## src/rtl/dma_rmf_pkg.sv

```systemverilog
package dma_rmf_pkg;
  typedef enum logic [1:0] {
    CH_EVT = 2'd0,
    CH_ENA = 2'd1,
    CH_IEN = 2'd2,
    CH_PND = 2'd3
  } chan_sel_e;
endpackage

```

## src/rtl/dma_rmf_decode.sv

```systemverilog
module dma_rmf_decode
  import dma_rmf_pkg::*;
#(
  parameter int ADDR_W      = 12,
  parameter int NUM_REGIONS = 4,
  parameter int MASK_BASE   = 256,
  parameter int REGION_BASE = 512,
  parameter int IDX_W       = 2
) (
  input  logic [ADDR_W-1:0] addr,
  output logic              hit_chan,
  output logic              hit_region,
  output logic [IDX_W-1:0]  region_idx,
  output chan_sel_e         chan_sel,
  output logic              hit_mask,
  output logic [IDX_W-1:0]  mask_idx
);
  localparam int MASK_STRIDE = 8;
  localparam int REGION_SPAN = 32;
  localparam logic [ADDR_W-1:0] MASK_LO   = ADDR_W'(MASK_BASE);
  localparam logic [ADDR_W-1:0] MASK_HI   = ADDR_W'(MASK_BASE + MASK_STRIDE * NUM_REGIONS);
  localparam logic [ADDR_W-1:0] REGION_LO = ADDR_W'(REGION_BASE);
  localparam logic [ADDR_W-1:0] REGION_HI = ADDR_W'(REGION_BASE + REGION_SPAN * NUM_REGIONS);

  logic [ADDR_W-1:0] moff, roff;

  always_comb begin
    moff       = addr - MASK_LO;
    roff       = addr - REGION_LO;
    hit_chan   = 1'b0;
    hit_region = 1'b0;
    hit_mask   = 1'b0;
    region_idx = '0;
    mask_idx   = '0;
    chan_sel   = CH_EVT;
    if (addr[ADDR_W-1:4] == '0 && addr[1:0] == 2'b00) begin
      hit_chan = 1'b1;
      chan_sel = chan_sel_e'(addr[3:2]);
    end else if (addr >= MASK_LO && addr < MASK_HI && moff[2:0] == 3'b000) begin
      hit_mask = 1'b1;
      mask_idx = IDX_W'(moff >> 3);
    end else if (addr >= REGION_LO && addr < REGION_HI &&
                 roff[4] == 1'b0 && roff[1:0] == 2'b00) begin
      hit_chan   = 1'b1;
      hit_region = 1'b1;
      region_idx = IDX_W'(roff >> 5);
      chan_sel   = chan_sel_e'(roff[3:2]);
    end
  end
endmodule

```

## src/rtl/dma_rmf_chan_regs.sv

```systemverilog
module dma_rmf_chan_regs
  import dma_rmf_pkg::*;
#(
  parameter int DATA_W = 32
) (
  input  logic              clk,
  input  logic              rst_n,
  input  logic              wr_en,
  input  chan_sel_e         sel,
  input  logic [DATA_W-1:0] wdata,
  input  logic [DATA_W-1:0] wmask,
  input  logic [DATA_W-1:0] pend_set,
  output logic [DATA_W-1:0] evt_q,
  output logic [DATA_W-1:0] ena_q,
  output logic [DATA_W-1:0] ien_q,
  output logic [DATA_W-1:0] pnd_q
);
  logic [DATA_W-1:0] clr;

  always_comb clr = (wr_en && sel == CH_PND) ? (wdata & wmask) : '0;

  always_ff @(posedge clk) begin
    if (!rst_n) begin
      evt_q <= '0;
      ena_q <= '0;
      ien_q <= '0;
      pnd_q <= '0;
    end else begin
      if (wr_en && sel == CH_EVT) evt_q <= (evt_q & ~wmask) | (wdata & wmask);
      if (wr_en && sel == CH_ENA) ena_q <= (ena_q & ~wmask) | (wdata & wmask);
      if (wr_en && sel == CH_IEN) ien_q <= (ien_q & ~wmask) | (wdata & wmask);
      pnd_q <= (pnd_q & ~clr) | pend_set;
    end
  end
endmodule

```

## src/rtl/dma_rmf_irq.sv

```systemverilog
module dma_rmf_irq #(
  parameter int DATA_W      = 32,
  parameter int NUM_REGIONS = 4
) (
  input  logic                                clk,
  input  logic                                rst_n,
  input  logic [DATA_W-1:0]                   active,
  input  logic [NUM_REGIONS-1:0][DATA_W-1:0]  masks,
  output logic [NUM_REGIONS-1:0]              irq
);
  for (genvar j = 0; j < NUM_REGIONS; j++) begin : g_line
    always_ff @(posedge clk) begin
      if (!rst_n) irq[j] <= 1'b0;
      else        irq[j] <= |(active & masks[j]);
    end
  end
endmodule

```

## src/rtl/dma_rmf_top.sv

```systemverilog
module dma_rmf_top
  import dma_rmf_pkg::*;
#(
  parameter int NUM_REGIONS = 4,
  parameter int DATA_W      = 32,
  parameter int ADDR_W      = 12,
  parameter int MASK_BASE   = 256,
  parameter int REGION_BASE = 512
) (
  input  logic                   clk,
  input  logic                   rst_n,
  input  logic [ADDR_W-1:0]      addr_i,
  input  logic                   wr_en_i,
  input  logic [DATA_W-1:0]      wr_data_i,
  output logic [DATA_W-1:0]      rd_data_o,
  input  logic [DATA_W-1:0]      pend_set_i,
  output logic [NUM_REGIONS-1:0] irq_o
);
  localparam int IDX_W = (NUM_REGIONS > 1) ? $clog2(NUM_REGIONS) : 1;

  logic                                hit_chan, hit_region, hit_mask;
  logic [IDX_W-1:0]                    region_idx, mask_idx;
  chan_sel_e                           chan_sel;
  logic [NUM_REGIONS-1:0][DATA_W-1:0]  mask_q;
  logic [DATA_W-1:0]                   sel_mask, chan_val, active;
  logic [DATA_W-1:0]                   evt_q, ena_q, ien_q, pnd_q;

  dma_rmf_decode #(
    .ADDR_W(ADDR_W), .NUM_REGIONS(NUM_REGIONS), .MASK_BASE(MASK_BASE),
    .REGION_BASE(REGION_BASE), .IDX_W(IDX_W)
  ) u_dec (
    .addr(addr_i), .hit_chan(hit_chan), .hit_region(hit_region),
    .region_idx(region_idx), .chan_sel(chan_sel), .hit_mask(hit_mask),
    .mask_idx(mask_idx)
  );

  for (genvar j = 0; j < NUM_REGIONS; j++) begin : g_mask
    always_ff @(posedge clk) begin
      if (!rst_n) mask_q[j] <= '0;
      else if (wr_en_i && hit_mask && mask_idx == IDX_W'(j)) mask_q[j] <= wr_data_i;
    end
  end

  always_comb sel_mask = hit_region ? mask_q[region_idx] : '1;

  dma_rmf_chan_regs #(.DATA_W(DATA_W)) u_regs (
    .clk(clk), .rst_n(rst_n), .wr_en(wr_en_i && hit_chan), .sel(chan_sel),
    .wdata(wr_data_i), .wmask(sel_mask), .pend_set(pend_set_i),
    .evt_q(evt_q), .ena_q(ena_q), .ien_q(ien_q), .pnd_q(pnd_q)
  );

  always_comb begin
    unique case (chan_sel)
      CH_EVT:  chan_val = evt_q;
      CH_ENA:  chan_val = ena_q;
      CH_IEN:  chan_val = ien_q;
      default: chan_val = pnd_q;
    endcase
    if (hit_chan)      rd_data_o = chan_val & sel_mask;
    else if (hit_mask) rd_data_o = mask_q[mask_idx];
    else               rd_data_o = '0;
  end

  always_comb active = pnd_q & ien_q & ena_q;

  dma_rmf_irq #(.DATA_W(DATA_W), .NUM_REGIONS(NUM_REGIONS)) u_irq (
    .clk(clk), .rst_n(rst_n), .active(active), .masks(mask_q), .irq(irq_o)
  );
endmodule

```

## config.mk

```make
export PLATFORM = sky130hd
export DESIGN_NAME = dma_rmf_top
export DESIGN_NICKNAME = d
export VERILOG_FILES = /design/src/rtl/dma_rmf_pkg.sv /design/src/rtl/dma_rmf_decode.sv /design/src/rtl/dma_rmf_chan_regs.sv /design/src/rtl/dma_rmf_irq.sv /design/src/rtl/dma_rmf_top.sv
export SDC_FILE = /design/constraint.sdc
export NUM_CORES = 1
export LEC_CHECK = 0
export BUFFER_PORTS_ARGS = -buffer_cell sky130_fd_sc_hd__buf_2
export CORE_ASPECT_RATIO = 1.1
export CORE_MARGIN = 2
export CORE_UTILIZATION = 30
export DETAILED_ROUTE_END_ITERATION = 10
export GPL_ROUTABILITY_DRIVEN = 0
export PLACE_DENSITY = 0.54
export SLEW_MARGIN = 20
export SYNTH_ARGS = -nofsm -noshare
export SYNTH_HDL_FRONTEND = slang
export SYNTH_SLANG_ARGS = --single-unit
```

## constraint.sdc

```tcl
create_clock -name clk -period 2.6 [get_ports clk]
set_input_delay 0.13 -clock clk [delete_from_list [all_inputs] [get_ports clk]]
set_output_delay 0.13 -clock clk [all_outputs]
set_load 0.02 [all_outputs]
```

==> metrics.csv <==
metric,value,unit
drc,0,
reg2reg_depth,5,
fmax,421,MHz
p_per_area,521,nW/um^2
ys_top_cells_by_count,"dfxtp_1 (260), nand2_1 (209), nand4_1 (165), mux2i_1 (144), o31ai_1 (128)",
synth_area_leaders,"dfxtp_1 (36%), mux2i_1 (10%), mux4_2 (10%), nand4_1 (7.2%), o31ai_1 (6.7%)",
layout-drive-gt1-share,24.1,%
yosys.cell_count.top_type,dfxtp_1,
slew_headroom,47.7,%
peakVddDrop,0.000495,V
grt_pass1_wl,81.3,mm
synth_top_area_cell,dfxtp_1,
synth-main-ff-cell,dfxtp_1,
reg2reg_to,u_regs.pnd_q[29],
numClockSinks,260,
hold_class,input pin to register,
ant_nets,0,
grt_max_degree,65,
cts.path.max_buffers,3,
clock-skew-final,0.0231,ns
syn_inst,1424,
cp.required,2.47,ns
hp-start,wr_data_i[3],
area_growth,24.5,%
reg2reg_setup_slack,0.39,ns
ys_seq_area_share,36.3,%
ys_seq_elements,260,
drt-initial-drc-count,1285,
syn_area,14300,sq um
die_height,233,um
syn_nets,1503,
syn_avg_cell_area,10.1,sq um
drt_pass1_iterations,5,
arrival,2.24,ns
cts_buffers,29,
via_per_inst,5.77,
setup_violations,0,
coreArea,47500,sq um
gr-total-overflow,0,
via_count,13100,
hold_viol_final,0,
dp_hpwl,37.5,mm
final_util,37.6,%
antenna_cells,0,
whs_path_depth,3,
outcome,completed,
maxSlewViolCount,0,
fin_nets,1690,
min_period_over_period,91.3,%
async_flop_share,0,%
leakagePower,6.54,nW
wl_per_cell,23.9,um
synth_cell_types,39,
htree_num_levels,1,
initial_core_util,30.2,%
fp.dieArea,49600,sq um
grt_use_total,21.7,%
rows,84,
wirelength,54.5,mm
yosysTopAreaCellShare,36.3,%
min_period,2.37,ns
yosys_warnings,0,
max_slew.worst_pin.slew,0.784,ns
setup_tns,0,ns
portBuffers,114,
max_cap_viol_count,0,
rsz0062_at_grt,false,
cp-end-kind,output port,
grt_antenna_before_repair,0,
worstSetupPathType,input pin to output port,
critical_path.max_fanout,24,
path_clk_slew,0.06,ns
ios,115,
cts_tree,done,
clock_latency,0.57,ns
synth_edf_count,0,
start_kind,input pin,
reg2reg_from,mask_q[125],
cts_root_buffer,clkbuf_16,
die_w,212,um
grt_pass1_vias,12700,
layer usage:
metal / vias up / GRT usage, % / share of wire [%]
met5: - / 0 / 0
met2: 536 / 35.9 / 47
met4: 0 / 8.41 / 3.8
met1: 6441 / 28.4 / 42
met3: 113 / 3.58 / 7.2
li1: 6050 / - / -
per-stage QoR:
step / std cells / cell area, sq um / setup WS [ns] / hold WS (ns) / total power [mW]
6_report: 2279 / 17900 / 0.227 / 0.00437 / 9.31
5_1_grt: 2279 / 17900 / 0.202 / 0.0304 / 9.59
4_1_cts: 2279 / 17900 / 0.274 / 0.000101 / 9.37
3_5_place_dp: 2155 / 16100 / 0.247 / 0.383 / 4.77
3_3_place_gp: 2155 / 16100 / 0.286 / 0.373 / 4.77
2_1_floorplan: 1424 / 14300 / 0.375 / 0.269 / 4.49
worst max path at each step:
stage / from / end / slack, ns / depth (start not counted)
final: addr_i[8] / rd_data_o[10] / 0.23 / 7
after global routing: addr_i[8] / u_regs.pnd_q[4] / 0.20 / 8
after CTS: mask_q[108] / rd_data_o[12] / 0.27 / 4
after detailed placement: addr_i[8] / u_regs.pnd_q[2] / 0.25 / 7
after global placement: addr_i[8] / u_regs.pnd_q[4] / 0.29 / 7
after floorplan: addr_i[8] / rd_data_o[10] / 0.38 / 7
power breakdown:
| part | switching, mW | total (mW) | internal, mW |
|---|---|---|---|
| Clock | 1.77 | 4.54 | 2.77 |
| Sequential | 0.0705 | 4.09 | 4.02 |
| Combinational | 0.415 | 0.680 | 0.265 |
cell type report:
type                       instances  area [sq um]
sequential                       260          5200
inverter                           1          5.00
clock buffer                      41           851
clock inverter                    13           200
multi-input combinational       1048          8580
timing repair buffer             271          2210
fill                            4768         29600
tap                              645           807
worst max-delay path, cell delays in order:
cell and delay, ns:
buf_2 0.11, or4_4 0.61, nor3_4 0.25, buf_12 0.24, o221ai_1 0.15, o31ai_1 0.48
buf_2 0.26
cells by family after synthesis:
group / Yosys count / share of synthesized area [%]
AO/OA/AOI/OAI: 294 / 15.0
flip-flops: 260 / 36.3
multiplexers: 224 / 21.4
buffers and inverters: 116 / 4.07
AND/OR/NAND/NOR: 530 / 23.3
placed cells by master (no fill, tap or decap), types with 2 or more instances in the layout:
| cell | Yosys | routed |
|---|---|---|
| dfxtp_1 | 260 | 260 |
| nand2_1 | 209 | 209 |
| nand4_1 | 165 | 165 |
| mux2i_1 | 144 | 144 |
| o31ai_1 | 128 | 128 |
| o211ai_1 | 112 | 112 |
| buf_2 | 29 | 112 |
| dlygate4sd3_1 | 0 | 70 |
| nor2_1 | 66 | 66 |
| buf_4 | 4 | 66 |
| mux4_2 | 64 | 64 |
| nor4_4 | 34 | 34 |
| o21ai_0 | 32 | 32 |
| clkbuf_16 | 0 | 29 |
| buf_12 | 1 | 22 |
| and4bb_2 | 21 | 21 |
| mux2_2 | 16 | 16 |
| o221ai_1 | 16 | 16 |
| nor4bb_1 | 12 | 11 |
| nor4_1 | 10 | 10 |
| clkbuf_8 | 4 | 9 |
| clkinv_2 | 0 | 6 |
| bufinv_16 | 0 | 5 |
| a21boi_0 | 4 | 4 |
| clkbuf_1 | 68 | 4 |
| and3b_1 | 2 | 2 |
timing repair:
item | 4_1_cts | 5_1_grt
hold buffers | 70 | 0
hold endpoints to repair | 51 | 0
resized for setup | 0 | 0
setup endpoints to repair | 0 | 0
buffers inserted | 0 | 0
(Power assumes the default switching activity.)
